### src/rtl/pwmc_pkg.sv
package pwmc_pkg;

    typedef enum logic [1:0] {
        MODE_STOP   = 2'b00,
        MODE_EDGE   = 2'b01,
        MODE_CENTER = 2'b10,
        MODE_RSVD   = 2'b11
    } cnt_mode_e;

endpackage

### src/rtl/pwmc_prescaler.sv
module pwmc_prescaler #(
    parameter int PS_W = 4
) (
    input  logic            clk,
    input  logic            rst_n,
    input  logic            en_i,
    input  logic            restart_i,
    input  logic [PS_W-1:0] sel_i,
    output logic            tick_o
);
    localparam int DIV_W = (1 << PS_W) - 1;

    typedef struct packed {
        logic [DIV_W-1:0] phase;
    } ps_state_t;

    ps_state_t st_d, st_q;
    logic [DIV_W-1:0] limit;

    // limit = 2^N - 1: N low-order ones
    assign limit  = ~({DIV_W{1'b1}} << sel_i);
    assign tick_o = en_i && !restart_i && (st_q.phase == limit);

    always_comb begin
        st_d = st_q;
        if (restart_i) begin
            st_d.phase = '0;
        end else if (en_i) begin
            if (st_q.phase == limit) st_d.phase = '0;
            else                     st_d.phase = st_q.phase + 1'b1;
        end
    end

    always_ff @(posedge clk or negedge rst_n) begin
        if (!rst_n) st_q <= '0;
        else        st_q <= st_d;
    end

    AST_TICK_SPACING: assert property (@(posedge clk) disable iff (!rst_n)
        (tick_o && sel_i != '0) |=> (!tick_o || sel_i != $past(sel_i) || restart_i)) else $error("prescaler ticked twice in a row");

    AST_PHASE_HOLD: assert property (@(posedge clk) disable iff (!rst_n)
        (!en_i && !restart_i) |=> !tick_o || sel_i != $past(sel_i) || st_q.phase == $past(st_q.phase)) else $error("prescaler phase moved while disabled");

endmodule

### src/rtl/pwmc_timer.sv
module pwmc_timer
    import pwmc_pkg::*;
#(
    parameter int CNT_W = 16
) (
    input  logic             clk,
    input  logic             rst_n,
    input  logic             tick_i,
    input  logic             load_i,
    input  logic [CNT_W-1:0] load_val_i,
    input  logic [1:0]       mode_i,
    input  logic [CNT_W-1:0] period_i,
    output logic [CNT_W-1:0] cnt_o
);
    typedef struct packed {
        logic [CNT_W-1:0] cnt;
        logic             down;
    } tmr_state_t;

    tmr_state_t st_d, st_q;
    cnt_mode_e  mode;

    assign mode  = cnt_mode_e'(mode_i);
    assign cnt_o = st_q.cnt;

    always_comb begin
        st_d = st_q;
        if (load_i) begin
            st_d.cnt  = load_val_i;
            st_d.down = 1'b0;
        end else if (tick_i) begin
            case (mode)
                MODE_EDGE: begin
                    st_d.down = 1'b0;
                    if (st_q.cnt >= period_i) st_d.cnt = '0;
                    else                      st_d.cnt = st_q.cnt + 1'b1;
                end
                MODE_CENTER: begin
                    if (!st_q.down) begin
                        // turning point at the top: count repeats once
                        if (st_q.cnt >= period_i) st_d.down = 1'b1;
                        else                      st_d.cnt  = st_q.cnt + 1'b1;
                    end else begin
                        // turning point at zero: count repeats once
                        if (st_q.cnt == '0) st_d.down = 1'b0;
                        else                st_d.cnt  = st_q.cnt - 1'b1;
                    end
                end
                default: ;
            endcase
        end
    end

    always_ff @(posedge clk or negedge rst_n) begin
        if (!rst_n) st_q <= '0;
        else        st_q <= st_d;
    end

    AST_EDGE_WRAP: assert property (@(posedge clk) disable iff (!rst_n)
        (tick_i && !load_i && mode_i == 2'b01 && st_q.cnt >= period_i) |=> (st_q.cnt == '0)) else $error("edge wrap missed");

    AST_CENTER_TOP: assert property (@(posedge clk) disable iff (!rst_n)
        (tick_i && !load_i && mode_i == 2'b10 && !st_q.down && st_q.cnt >= period_i) |=> (st_q.down && $stable(st_q.cnt))) else $error("center top turn wrong");

    AST_STOP_HOLD: assert property (@(posedge clk) disable iff (!rst_n)
        (!load_i && (mode_i == 2'b00 || mode_i == 2'b11)) |=> $stable(st_q.cnt)) else $error("stopped counter moved");

    AST_NO_TICK_HOLD: assert property (@(posedge clk) disable iff (!rst_n)
        (!load_i && !tick_i) |=> $stable(st_q.cnt)) else $error("counter moved without a tick");

    AST_LOAD: assert property (@(posedge clk) disable iff (!rst_n)
        load_i |=> (st_q.cnt == $past(load_val_i) && !st_q.down)) else $error("load not taken");

endmodule

### src/rtl/pwmc_shaper.sv
module pwmc_shaper #(
    parameter int CNT_W = 16
) (
    input  logic             clk,
    input  logic             rst_n,
    input  logic [CNT_W-1:0] cnt_i,
    input  logic [CNT_W-1:0] cmp_hi_i,
    input  logic [CNT_W-1:0] cmp_lo_i,
    input  logic             pwm_en_i,
    input  logic             hi_en_i,
    input  logic             lo_en_i,
    input  logic             hi_inv_i,
    input  logic             lo_inv_i,
    output logic             out_hi_o,
    output logic             out_lo_o
);
    localparam int NSIDE = 2;

    logic [NSIDE-1:0]            en_v, inv_v, raw_v, out_v;
    logic [NSIDE-1:0][CNT_W-1:0] cmp_v;

    assign cmp_v = {cmp_lo_i, cmp_hi_i};
    assign en_v  = {lo_en_i, hi_en_i};
    assign inv_v = {lo_inv_i, hi_inv_i};

    for (genvar s = 0; s < NSIDE; s++) begin : g_side
        always_comb begin
            raw_v[s] = (cnt_i < cmp_v[s]);
            out_v[s] = pwm_en_i && en_v[s] && (raw_v[s] ^ inv_v[s]);
        end
    end

    assign out_hi_o = out_v[0];
    assign out_lo_o = out_v[1];

    AST_COMPLEMENT: assert property (@(posedge clk) disable iff (!rst_n)
        (pwm_en_i && hi_en_i && lo_en_i && !hi_inv_i && lo_inv_i && cmp_hi_i == cmp_lo_i) |-> (out_hi_o != out_lo_o)) else $error("pair not complementary");

    AST_GATED_LOW: assert property (@(posedge clk) disable iff (!rst_n)
        (!pwm_en_i) |-> (!out_hi_o && !out_lo_o)) else $error("output active while PWM disabled");

endmodule

### src/rtl/pwmc_channel.sv
module pwmc_channel #(
    parameter int CNT_W = 16,
    parameter int PS_W  = 4
) (
    input  logic             clk,
    input  logic             rst_n,
    input  logic             tmr_en,
    input  logic             pwm_en,
    input  logic [PS_W-1:0]  ps_sel,
    input  logic [1:0]       cnt_mode,
    input  logic [CNT_W-1:0] period,
    input  logic [CNT_W-1:0] cmp_hi,
    input  logic [CNT_W-1:0] cmp_lo,
    input  logic             hi_en,
    input  logic             lo_en,
    input  logic             hi_inv,
    input  logic             lo_inv,
    input  logic             cnt_load,
    input  logic [CNT_W-1:0] cnt_load_val,
    output logic [CNT_W-1:0] count,
    output logic             out_hi,
    output logic             out_lo
);
    logic tick;

    pwmc_prescaler #(.PS_W(PS_W)) u_ps (
        .clk      (clk),
        .rst_n    (rst_n),
        .en_i     (tmr_en),
        .restart_i(cnt_load),
        .sel_i    (ps_sel),
        .tick_o   (tick)
    );

    pwmc_timer #(.CNT_W(CNT_W)) u_tmr (
        .clk       (clk),
        .rst_n     (rst_n),
        .tick_i    (tick),
        .load_i    (cnt_load),
        .load_val_i(cnt_load_val),
        .mode_i    (cnt_mode),
        .period_i  (period),
        .cnt_o     (count)
    );

    pwmc_shaper #(.CNT_W(CNT_W)) u_shp (
        .clk     (clk),
        .rst_n   (rst_n),
        .cnt_i   (count),
        .cmp_hi_i(cmp_hi),
        .cmp_lo_i(cmp_lo),
        .pwm_en_i(pwm_en),
        .hi_en_i (hi_en),
        .lo_en_i (lo_en),
        .hi_inv_i(hi_inv),
        .lo_inv_i(lo_inv),
        .out_hi_o(out_hi),
        .out_lo_o(out_lo)
    );

    AST_RESET_ZERO: assert property (@(posedge clk) disable iff (!rst_n)
        $rose(rst_n) |-> (count == '0)) else $error("counter not zero after reset");

endmodule

### config.mk
export PLATFORM = sky130hd
export DESIGN_NAME = pwmc_channel
export DESIGN_NICKNAME = d
export VERILOG_FILES = /design/src/rtl/pwmc_pkg.sv /design/src/rtl/pwmc_prescaler.sv /design/src/rtl/pwmc_timer.sv /design/src/rtl/pwmc_shaper.sv /design/src/rtl/pwmc_channel.sv
export SDC_FILE = /design/constraint.sdc
export NUM_CORES = 1
export LEC_CHECK = 0
export ABC_AREA = 1
export BUFFER_PORTS_ARGS = -buffer_cell sky130_fd_sc_hd__clkbuf_2
export CAP_MARGIN = 10
export CELL_PAD_IN_SITES_DETAIL_PLACEMENT = 1
export CELL_PAD_IN_SITES_GLOBAL_PLACEMENT = 1
export CORE_AREA = 2 2 115 117
export DETAILED_ROUTE_END_ITERATION = 12
export DIE_AREA = 0 0 117 119
export PLACE_DENSITY_LB_ADDON = 0.12
export SYNTH_ARGS = -nofsm -noshare
export SYNTH_HDL_FRONTEND = slang
export SYNTH_SLANG_ARGS = --single-unit
### constraint.sdc
create_clock -name clk -period 2.15 [get_ports clk]
set_clock_uncertainty 0.2 [all_clocks]
set_input_delay 0.215 -clock clk [delete_from_list [all_inputs] [get_ports clk]]
set_output_delay 0.215 -clock clk [all_outputs]
set_load 0.01 [all_outputs]
==> results.md, run 1 <==
Synth:
- The mean post-synth cell area is 6.058 um^2.
- The yosys synthesis warning count is 0.
- The largest total area in the synthesized netlist belongs to sky130_fd_sc_hd__nand2_1.
- In this run, synthesis inferred 0 flip-flops with an integrated enable.
- Of all flip-flops after synthesis, the portion carrying an async set or reset was 1.000.
- The synthesized design contains 32 register bits.
- The fraction of synthesized cell area taken by the top area cell type is 0.2109.
- Synthesis produced a netlist whose cell count is 702.
- The count of different cell masters after synthesis is 33.
- The synthesized cell area is between 4000 and 5000 um^2.
- Yosys attributes the largest share of cell area to sky130_fd_sc_hd__nand2_1 (21%), sky130_fd_sc_hd__dfrtp_1 (19%), sky130_fd_sc_hd__ha_1 (15%).
- The share of the Yosys chip area taken by registers is 0.1883.
- The primary flip-flop cell chosen by synthesis mapping is sky130_fd_sc_hd__dfrtp_1.
- Synthesis produced a netlist with a net count of around 830.

Detailed routing:
- The first-pass iteration count of the detailed router is 4.
- The post-detailed-route via-to-cell ratio is 4.863.
- The total routed wirelength is 15.10 mm.
- The DRC violation count after routing is 0.
- The detailed router finished its first iteration with 118 violations.
- The average wire per standard cell is ~15 um.
- The remaining antenna violation count after routing is 0.
- The overall via count from detail_route is 4,912.

Cells and area:
- The final cell count without fillers is about 1,000.
- From synthesis to final layout, the design area changed by 34.69%.
- At the end of the flow, the number of nets in the layout was around 960.
- The final cell utilization of the core is 0.4449.
- The number of antenna diodes in the final layout is 0.
- The library cell used most frequently in the layout, excluding fill and tap cells, is sky130_fd_sc_hd__nand2_1.
- The multi-input combinational cells in the finished layout cover a total of around 3100 um^2.
- The top cell types in the final layout, fill and taps aside, are sky130_fd_sc_hd__nand2_1 (230), sky130_fd_sc_hd__inv_1 (101), sky130_fd_sc_hd__clkbuf_2 (95), sky130_fd_sc_hd__nand3_1 (56), sky130_fd_sc_hd__buf_4 (47).
- Counting the fill cells in the layout gives ~1,700.
- The flip-flop and latch area is between 800 and 900 um^2.
- Of the cells placed in the final design, the portion with a size suffix greater than 1 is 0.2794.

STA:
- The number of pins exceeding their max-slew limit in the final report came to 0.
- The final period utilization is 1.110.
- The headroom to the max-slew limit is 0.6064.
- The final number of setup-violating endpoints is 17.
- The pin slew with the least headroom to its limit is slightly below 0.6 ns.
- Setup repair after global routing could not meet its margin everywhere.
- For the finished layout, the period the worst path requires is around 2.4 ns.
- The final number of hold-violating endpoints is 0.
- In the post-route analysis, the smallest setup slack over all paths is -0.2366 ns.
- Based on the critical path, the design can be clocked at up to roughly 420 MHz.
- Hold is met by 0.04310 ns.
- Summed over all failing endpoints, the final setup total negative slack is -1.159 ns.

Clock tree:
- The clock passes through at most 2 buffers.
- The number of H-tree levels is 2.
- The TritonCTS clock tree is yes.
- The number of clock buffers added by TritonCTS is 5.
- Clock-pin slew was measured on the worst setup and hold paths at 0.05 ns.
- The buffer cell driving the clock tree root is sky130_fd_sc_hd__clkbuf_16.
- The tree built by TritonCTS fans out to 32 sinks.
- The latest clock arrival within the worst-skew pair is around 0.28 ns.

Placed design:
- Once placement completed, the tool counted placed cells totaling ~990.
- Summed over all nets, the half-perimeter wirelength after detailed placement is 12.08 mm.
- The weighted congestion reported at the end of routability-driven placement is ~0.8.
- During placement, the flow inserted port buffers numbering 96.

Global routing:
- The initial antenna violation count is 0.
- The via count of the first global-routing pass came to 5,071.
- The total global-route track usage is 0.2169.
- Entering global routing, the biggest net connects 22 pins.
- Global routing finished with a remaining overflow of 0.
- The wire length of the first global-routing pass is 23.85 mm.

Setup path:
- The category of the worst setup path capture point is a primary output.
- Of all nets on the critical path, the largest fanout is 4.
- In this run the critical register-to-register path is launched from u_tmr.cnt_o[15].
- The kind of start point of the critical path is a register.
- At the worst endpoint, the arrival time is approximately 2.0 ns.
- Across all register-to-register paths, the minimum setup slack is -0.07 ns.
- The end of the worst register-to-register path is u_tmr.cnt_o[11].
- By startpoint and endpoint, the worst setup path is classified as reg2out.
- STA puts the critical path data required time at approximately 1.7 ns.
- The most critical setup path has its startpoint at u_tmr.cnt_o[3].
- Measured in cells, the most critical reg-to-reg path has a length of 14.

Floorplan:
- The floorplan step set the die height to approximately 120 um.
- The initial utilization of the core area, before any placement, comes to 0.3303.
- The die footprint is between 10,000 and 15,000 um^2.
- The core footprint is between 10,000 and 15,000 um^2.
- The floorplan has 42 rows.
- The number of top-level design ports is between 90 and 100.
- The horizontal die dimension is between 100 and 150 um.

Worst hold path:
- The startpoint of the most critical hold path is cnt_load_val[0].
- The worst hold path terminates at u_tmr.cnt_o[0].
- The type of the worst min-delay path is in2reg.
- The hold path depth is 5.

Outcome:
- The run finished, with violations left.
- The checks that failed: negative setup slack.

Power:
- The maximum resistive drop on vdd is a little under 0.3 mV.
- The power density of the placed cells is approximately 560 nW/um^2.
- The static leakage is 3.169 nW.

Flow run:
- The number of max-cap violations is 0.
cell type report:
class,count,area share
Multi-Input combinational cell,532,0.5446
Timing Repair Buffer,155,0.1719
Sequential cell,32,0.1405
Inverter,106,0.07121
Tap cell,176,0.03844
Clock buffer,7,0.02665
Clock inverter,1,0.005242
Timing Repair inverter,1,0.001529
cell usage after synthesis, drive strengths merged, types with 8 or more instances:
cell type and number:
a21oi 32, buf 22, clkbuf 10, dfrtp 32, ha 50, inv 104
nand2 252, nand3 63, nand3b 8, nand4 11, nor2 52, nor3 8
o21ai 26, o22ai 8, xor2 9
how the worst max path moves through the flow:
stage | slack, ns | to
2_1_floorplan | 0.06 | u_tmr.cnt_o[3]
3_3_place_gp | -0.13 | u_tmr.cnt_o[1]
3_5_place_dp | -0.20 | u_tmr.cnt_o[1]
4_1_cts | -0.23 | out_lo
5_1_grt | -0.37 | out_hi
6_report | -0.24 | out_hi
flip-flops by register name, summed over array words and instances (netlist names):
register,flops
u_tmr.st_q,1
u_ps.st_q,15
u_tmr.cnt_o,16
routing by layer:
| layer | vias to the layer above | track usage | wire [um] |
|---|---|---|---|
| met5 | - | 0 | 0 |
| met4 | 0 | 0.04559 | 167 |
| met3 | 11 | 0.01679 | 384 |
| met2 | 77 | 0.4072 | 7965 |
| met1 | 2351 | 0.2657 | 6581 |
| li1 | 2473 | - | - |
worst max-delay path: stages (launching register included):
cell                       delay (ns)
sky130_fd_sc_hd__dfrtp_2         0.45
sky130_fd_sc_hd__ha_1            0.31
sky130_fd_sc_hd__nand2_1         0.05
sky130_fd_sc_hd__o21ai_1         0.14
sky130_fd_sc_hd__buf_4           0.15
sky130_fd_sc_hd__nand2_1         0.05
sky130_fd_sc_hd__o211ai_1        0.10
sky130_fd_sc_hd__nand2_1         0.10
sky130_fd_sc_hd__nand3_1         0.08
sky130_fd_sc_hd__nand2_1         0.05
sky130_fd_sc_hd__nor2_1          0.08
sky130_fd_sc_hd__clkbuf_2        0.13
stage by stage:
stage	instance area, um^2	worst slack, ns	total power [mW]
floorplan	4254	0.05958	1.575
global placement	5132	-0.1304	2.063
detailed placement	5132	-0.1998	2.117
CTS	5485	-0.2286	3.108
global route	5728	-0.3684	3.455
finish	5728	-0.2366	3.210
repair_timing:
item / CTS / global route
pin swaps: 8 / 16
hold buffers: 1 / 0
buffers inserted: 2 / 7
hold endpoints to repair: 19 / 0
setup endpoints to repair: 18 / 21
gates resized for setup: 38 / 37
cloned: 1 / 0
logic make-up (layout without fill, tap and decap cells):
logic type,after synthesis,count (layout),synth area share
flops,32,32,0.1883
buf+inv,138,270,0.1450
compound gates,69,69,0.08532
xor+xnor,15,15,0.03089
fa+ha+maj,50,50,0.1471
simple gates,398,398,0.4034
report_power, final:
part / internal [mW] / leakage, nW / total, mW / switching [mW]
logic: 0.691 / 2.66 / 1.62 / 0.925
registers: 0.662 / 0.420 / 0.715 / 0.0535
clock network: 0.610 / 0.0901 / 0.878 / 0.268
total: 1.96 / 3.17 / 3.21 / 1.25
(Power assumes the default switching activity.)
==> run 2: changes to the inputs <==
Settings changed: CELL_PAD_IN_SITES_DETAIL_PLACEMENT 1 to default, CELL_PAD_IN_SITES_GLOBAL_PLACEMENT 1 to default, CORE_AREA 2 2 115 117 to 2 2 95 97, DIE_AREA 0 0 117 119 to 0 0 97 99.
==> run 2 against run 1 <==
Effect of this change: sequential power down 0.6%; sequential cell count unchanged; maximum frequency down 0.69%; wire length down 19%; utilization up 19 points; sequential share of layout area up 0.64 points; final cell count down 7.8%; worst hold slack worse by 0.024 ns; setup slack worse by 0.016 ns; the run still ends with negative setup slack left.
==> results.md, run 2 (synthesis gave the netlist of run 1 again) <==
Setup path:
- The data arrival time at the worst-slack endpoint is 1.99 ns (+0.02 ns).
- The worst reg2reg path depth is 13 (-1).
- The required arrival time at the worst endpoint is 1.74 ns (about the same).
- The kind of start point of the critical path is a register.
- The worst-case register-to-register setup slack is -0.22 ns (-0.15 ns).
- The worst setup path is captured at a primary output.
- The largest fanout on the critical path was 4 (unchanged).
- The end of the worst register-to-register path is u_tmr.cnt_o[12].
- The category of the most critical setup path is reg2out.
- The launch point of the worst reg-to-reg path is u_tmr.cnt_o[1].

Floorplan:
- The die span in y is 99 um (-17%).
- The horizontal die dimension is 97 um (-17%).
- The number of top-level design ports is 97 (unchanged).
- The core footprint is 8551 um^2 (-34%).
- The die footprint was 9603 um^2 (-31%).
- The effective utilization at floorplan is 0.4974 (+0.1670).
- The row count is 34 (-19%).

Detailed routing:
- The overall via count from detail_route is 4,868 (-0.90%).
- The DRC violation count after routing is 0 (unchanged).
- The total routed wirelength is 12.27 mm (-19%).
- The remaining antenna violation count after routing came to 0 (unchanged).
- The detailed-route wire length on metal 1 is 5.536 mm (-16%).
- The initial DRC count is 197 (+67%).
- The met2 wire length is 5.530 mm (-31%).
- The first-pass iteration count of the detailed router was 5 (+1).
- The average wire per standard cell was 13.18 um (-12%).
- The sum of met3 wire segment lengths after detailed routing came to 865 um (+130%).
- The highest layer touched by signal routing is met4.
- The post-detailed-route via-to-cell ratio is 5.229 (+7.5%).

STA:
- The highest attainable clock frequency is 416.1 MHz (-0.69%).
- The headroom to the max-slew limit came to 0.4313 (-0.1751).
- The pin slew with the least headroom to its limit came to 0.8530 ns (+0.2626 ns).
- The final number of hold-violating endpoints is 0 (unchanged).
- The worst hold slack after final layout was 0.01861 ns (-0.02449 ns).
- The time the final worst path needs with I/O delays and setup is 2.403 ns (+0.01649 ns).
- Setup repair after global routing could not meet its margin everywhere.
- The final number of setup-violating endpoints came to 19 (+2).
- The least setup slack across all paths after layout is -0.2531 ns (-0.01649 ns).
- The final period utilization is 1.118 (+0.007669).
- The number of pins exceeding their max-slew limit in the final report is 0 (unchanged).

Power:
- The total power after layout is 2.835 mW (-12%).
- The maximum resistive drop on vdd was 0.4367 mV (+50%).
- The static leakage is 3.091 nW (-2.5%).
- The switching power share of the total is 0.4193 (+0.03075).
- The power density of the placed cells was 519.2 nW/um^2 (-7.4%).
- The cell-internal power is 1.646 mW (-16%).
- The clock share of power is 0.214 (-0.060).
- The combinational group share of total power is 0.535 (+0.031).
- The switching power total is 1.189 mW (-4.7%).
- The power share of the sequential group was 0.251 (+0.028).

Placed design:
- The weighted congestion reported at the end of routability-driven placement is 0.9524 (+16%).
- The HPWL after detailed placement came to 9.306 mm (-23%).
- The pre-CTS setup slack was -0.3482 ns (-0.1484 ns).
- The quantity of I/O buffers inserted on ports is 96 (unchanged).
- The post-placement cell area is 4960 um^2 (-3.4%).

Cells and area:
- The flip-flop count of the largest register, all copies and words added came to 16 (unchanged).
- The net total in the final layout is 951 (-1.1%).
- The top cell types in the final layout, fill and taps aside, are sky130_fd_sc_hd__nand2_1 (211), sky130_fd_sc_hd__inv_1 (101), sky130_fd_sc_hd__clkbuf_2 (94), sky130_fd_sc_hd__nand3_1 (49).
- The number of antenna diodes was 0 (unchanged).
- The share of layout cells above drive strength 1 is 0.2783 (-0.001126).
- The leading cell type in the layout, fill and taps excluded is sky130_fd_sc_hd__nand2_1.
- The final instance area is 5460 um^2 (-4.7%).
- Relative to the synthesized area, the layout overhead comes to 28.39%.
- The final cell utilization of the core is 0.6386 (+0.1937).

Global routing:
- The pin count of the biggest net entering global routing was 33 (+50%).
- The via count of the first global-routing pass was 4,610 (-9.1%).
- The residual overflow from global routing is 0 (unchanged).
- The total global-route track usage is 0.2536 (+0.03673).
- The initial antenna violation count is 0 (unchanged).
- The wire length of the first global-routing pass came to 20.36 mm (-15%).

Worst hold path:
- The endpoint with the worst hold slack is u_tmr.cnt_o[5].
- The hold path depth was 5 (unchanged).
- The type of the worst min-delay path is in2reg.
- The startpoint identified for the worst hold timing path is cnt_load_val[5].

Clock tree:
- The count of clock tree sinks is 32 (unchanged).
- The buffer cell driving the clock tree root is sky130_fd_sc_hd__clkbuf_8.
- The TritonCTS clock tree is yes.
- The number of H-tree levels is 2 (unchanged).
- The maximum buffer depth of the clock tree is 2 (unchanged).
- The latest clock arrival within the worst-skew pair is 0.30 ns (+0.02 ns).
- The number of buffers created by CTS is 5 (unchanged).
- The clock slew seen by the registers of the worst setup and hold paths is 0.07 ns (+0.02 ns).

Outcome:
- The run finished, with violations left.
- The final reports fail on negative setup slack.

Flow run:
- The number of max-cap violations is 0 (unchanged).
-- run 2: layout make-up --
type / instances / area, um^2
Fill cell: 811 / 3090
Clock inverter: 3 / 42.54
Sequential cell: 32 / 802.0
Multi-Input combinational cell: 532 / 3098
Timing Repair Buffer: 144 / 897.1
Tap cell: 108 / 135.1
Clock buffer: 5 / 68.82
Timing Repair inverter: 1 / 8.758
Inverter: 106 / 407.9
-- run 2: metrics by stage --
step,setup TNS [ns],cells
floorplan,0,702
global placement,-4.747,913
detailed placement,-5.164,913
CTS,-3.350,928
global route,-5.398,931
finish,-3.785,931
-- run 2: power groups by stage --
stage	clock network, mW	registers, mW	logic [mW]
3_3_place_gp	0	0.720	1.25
4_1_cts	0.614	0.710	1.40
5_1_grt	0.633	0.720	1.70
3_5_place_dp	0	0.722	1.28
2_1_floorplan	0	0.754	0.821
6_report	0.607	0.711	1.52
-- run 2: worst max-delay path by stage --
| stage | end | cells past startpoint | startpoint | slack (ns) |
|---|---|---|---|---|
| 3_5_place_dp | u_tmr.cnt_o[15] | 11 | u_tmr.cnt_o[15] | -0.35 |
| 2_1_floorplan | u_tmr.cnt_o[3] | 11 | u_tmr.cnt_o[13] | 0.06 |
| 5_1_grt | out_lo | 12 | u_tmr.cnt_o[2] | -0.41 |
| 3_3_place_gp | u_tmr.cnt_o[3] | 10 | u_tmr.cnt_o[15] | -0.31 |
| 4_1_cts | out_lo | 12 | u_tmr.cnt_o[2] | -0.27 |
| 6_report | out_lo | 12 | u_tmr.cnt_o[2] | -0.25 |
-- run 2: layer usage --
layer	up-vias	global-route usage
li1	2454	-
met1	2186	0.3414
met2	201	0.4188
met3	27	0.02908
met4	0	0.09859
met5	-	0
-- run 2: repair_timing --
| action | in CTS | in global routing |
|---|---|---|
| hold buffers | 1 | 0 |
| resized for setup | 38 | 47 |
| endpoints found under the hold margin | 32 | 0 |
| gates cloned | 1 | 0 |
| pin swaps | 24 | 37 |
| setup endpoints to repair | 18 | 21 |
| setup buffers | 5 | 4 |
-- run 2: worst max-delay path, cell delays in order (launching register included) --
cell                       delay, ns
sky130_fd_sc_hd__dfrtp_1        0.43
sky130_fd_sc_hd__buf_6          0.14
sky130_fd_sc_hd__ha_4           0.25
sky130_fd_sc_hd__nand2_2        0.05
sky130_fd_sc_hd__o21ai_2        0.13
sky130_fd_sc_hd__buf_6          0.12
sky130_fd_sc_hd__nand2_2        0.04
sky130_fd_sc_hd__o211ai_1       0.10
sky130_fd_sc_hd__nand2_1        0.11
sky130_fd_sc_hd__nand3_1        0.08
sky130_fd_sc_hd__nand2_1        0.05
sky130_fd_sc_hd__nor2_1         0.07
sky130_fd_sc_hd__buf_2          0.13
==> run 3: changes to the inputs <==
Settings changed: TNS_END_PERCENT from default to 30.
==> run 3 against run 2 <==
Effect of this change: the flow still finishes with violations (negative setup slack); total power is 0.77% lower; first-iteration DRC count increased by 31%; worst hold slack about the same; utilization decreased by 0.66 points; clock-buffer cell count stayed put; critical path depth fell by 1; highest routed layer unchanged; sequential power is essentially flat; critical path type unchanged; die area is the same; global-route usage shrank 0.24 points; final cell count fell by 0.21%; register-to-register slack improved by 0.05 ns.
==> results.md, run 3 (synthesis gave the netlist of run 1 again) <==
Cells and area:
- The final cell count without fillers is 929 (-0.21%).
- The final instance area is 5404 um^2 (-1.0%).
- The flip-flop and latch area is 802.0 um^2 (unchanged).
- The share of layout cells above drive strength 1 is 0.2582 (-0.02003).
- In the layout the commonest cells are sky130_fd_sc_hd__nand2_1 (225), sky130_fd_sc_hd__inv_1 (101), sky130_fd_sc_hd__clkbuf_2 (94), sky130_fd_sc_hd__nand3_1 (52), sky130_fd_sc_hd__nor2_1 (45).
- The multi-input combinational cell area came to 3065 um^2 (-1.1%).
- The total of fill cells in the finished design is 821 (+1.2%).
- The net total in the final layout is 949 (-0.21%).
- The number of antenna diodes is 0 (unchanged).
- The library cell used most frequently in the layout, excluding fill and tap cells, is sky130_fd_sc_hd__nand2_1.
- Compared with the post-synthesis result, the final layout area differs by 27.07%.
- The flip-flop count of the largest register, all copies and words added is 16 (unchanged).

Setup path:
- The critical path goes through ha_1 -> a21oi_1 -> o21ai_2 -> buf_6 -> nand2_2 -> o211ai_1 -> nand2_1 -> nand3_1 -> nand2_1 -> nor2_1 -> buf_2.
- The largest fanout on the critical path was 3 (-1).
- By instance count, the cell type seen most on the critical path is sky130_fd_sc_hd__nand2_1.
- The category of the worst setup path capture point is a primary output.
- The required arrival time at the worst endpoint is 1.74 ns (about the same).
- STA classifies the critical path startpoint as a register.
- The biggest cell delay along the critical path is 0.43 ns (about the same).
- The data arrival time at the worst-slack endpoint is 2.00 ns (about the same).
- The cell with the largest stage delay on the worst path is sky130_fd_sc_hd__dfrtp_1.
- The category of the most critical setup path is reg2out.

STA:
- The highest attainable clock frequency was 414.6 MHz (-0.37%).
- The final number of setup-violating endpoints is 18 (-1).
- The least setup slack across all paths after layout is -0.2620 ns (-0.008928 ns).
- The pin slew with the least headroom to its limit is 0.8398 ns (-0.01321 ns).
- Setup repair after global routing could not meet its margin everywhere.
- The time the final worst path needs with I/O delays and setup was 2.412 ns (+0.008928 ns).
- The number of pins exceeding their max-slew limit in the final report is 0 (unchanged).
- The worst hold slack after final layout is 0.01840 ns (-0.0002092 ns).
- The final period utilization is 1.122 (+0.004153).
- The headroom to the max-slew limit is 0.4401 (+0.008809).
- The final number of hold-violating endpoints was 0 (unchanged).

Global routing:
- The wire length of the first global-routing pass is 20.24 mm (-0.58%).
- The residual overflow from global routing is 0 (unchanged).
- The initial antenna violation count is 0 (unchanged).
- The pin count of the biggest net entering global routing is 33 (unchanged).
- The via count of the first global-routing pass is 4,588 (-0.48%).
- The total global-route track usage is 0.2512 (-0.002396).

Floorplan:
- The row count is 34 (unchanged).
- The core footprint is 8551 um^2 (unchanged).
- The die span in y is 99 um (unchanged).
- The horizontal die dimension came to 97 um (unchanged).
- The effective utilization at floorplan was 0.4974 (unchanged).
- The die footprint was 9603 um^2 (unchanged).
- The number of top-level design ports was 97 (unchanged).

Clock tree:
- The clock slew seen by the registers of the worst setup and hold paths is 0.07 ns (about the same).
- The count of clock tree sinks came to 32 (unchanged).
- The number of buffers created by CTS is 5 (unchanged).
- The buffer cell driving the clock tree root is sky130_fd_sc_hd__clkbuf_8.
- TritonCTS built the clock tree.
- The latest clock arrival within the worst-skew pair is 0.30 ns (about the same).
- The number of H-tree levels was 2 (unchanged).
- The maximum buffer depth of the clock tree came to 2 (unchanged).

Detailed routing:
- The overall via count from detail_route is 4,825 (-0.88%).
- The total routed wirelength was 12.22 mm (-0.42%).
- The first-pass iteration count of the detailed router is 5 (unchanged).
- The initial DRC count came to 259 (+31%).
- The average wire per standard cell is 13.15 um (-0.20%).
- The post-detailed-route via-to-cell ratio came to 5.194 (-0.67%).
- The remaining antenna violation count after routing is 0 (unchanged).
- The DRC violation count after routing came to 0 (unchanged).

Outcome:
- The run finished, with violations left.
- The final reports fail on negative setup slack.

Power:
- The maximum resistive drop on vdd is 0.4661 mV (+6.7%).
- The total power after layout came to 2.813 mW (-0.77%).
- The static leakage is 3.062 nW (-0.92%).
- The power density of the placed cells is 520.5 nW/um^2 (+0.26%).

Flow run:
- The number of max-cap violations is 0 (unchanged).

Placed design:
- The post-placement cell area was 4960 um^2 (unchanged).
- The cell count after placement was 913 (unchanged).
- The quantity of I/O buffers inserted on ports came to 96 (unchanged).
- The HPWL after detailed placement is 9.306 mm (unchanged).
- The weighted congestion reported at the end of routability-driven placement came to 0.9524 (unchanged).

Worst hold path:
- The type of the worst min-delay path is in2reg.
==> run 3: repair_timing <==
action                     CTS  global route
setup buffers                3             4
cloned                       0             1
setup endpoints to repair   18            21
pin swaps                   13            19
hold buffers                 1             0
resized for setup           26            41
hold endpoints to repair    32             0
==> run 3: path summary, 6_finish.rpt <==
path	startpoint	to	slack [ns]	cells after the start
min in group asynchronous	rst_n	u_ps.st_q[12]	0.35	2
worst max register to register	u_tmr.cnt_o[3]	u_tmr.cnt_o[12]	-0.17	17
worst max-delay path	u_tmr.cnt_o[3]	out_lo	-0.26	11
max in group asynchronous	rst_n	u_tmr.cnt_o[1]	0.82	2
worst min-delay path	cnt_load_val[14]	u_tmr.cnt_o[14]	0.02	5
worst min register to register	u_ps.st_q[11]	u_ps.st_q[11]	0.35	2
==> run 3: metal layers <==
metal / track usage / wire length, um / vias up / share of wire
li1: - / - / 2456 / -
met3: 0.02553 / 709 / 26 / 0.058
met1: 0.3405 / 5685 / 2179 / 0.47
met2: 0.4167 / 5507 / 164 / 0.45
met5: 0 / 0 / - / 0
met4: 0.09317 / 316 / 0 / 0.026
==> run 3: power breakdown <==
part           total [mW]  internal, mW  switching (mW)  leakage (nW)
Clock               0.608         0.343           0.265        0.0541
Sequential          0.711         0.659          0.0527         0.422
Combinational        1.49         0.628           0.865          2.59
Total                2.81          1.63            1.18          3.06
==> run 3: cell type report <==
type | count | share of cell area
clock buffer | 5 | 0.01273
tap | 108 | 0.02501
clock inverter | 3 | 0.007872
timing repair buffer | 142 | 0.1611
timing repair inverter | 1 | 0.001621
inverter | 106 | 0.07594
sequential | 32 | 0.1484
multi-input combinational | 532 | 0.5673
==> run 3: stage by stage <==
| step | TNS, ns | worst slack [ns] | util |
|---|---|---|---|
| 6_report | -2.391 | -0.2620 | 0.6320 |
| 2_1_floorplan | 0 | 0.05958 | - |
| 3_5_place_dp | -5.164 | -0.3482 | 0.5800 |
| 5_1_grt | -3.954 | -0.4068 | 0.6320 |
| 4_1_cts | -1.478 | -0.2656 | 0.6111 |
| 3_3_place_gp | -4.747 | -0.3119 | 0.5800 |
==> run 3: critical path: cells and delay by family (launching register included) <==
kind / cells / cell delay [ns]
compound gates: 3 / 0.38
fa+ha+maj: 1 / 0.33
buf+inv: 2 / 0.25
flops: 1 / 0.43
simple gates: 5 / 0.31
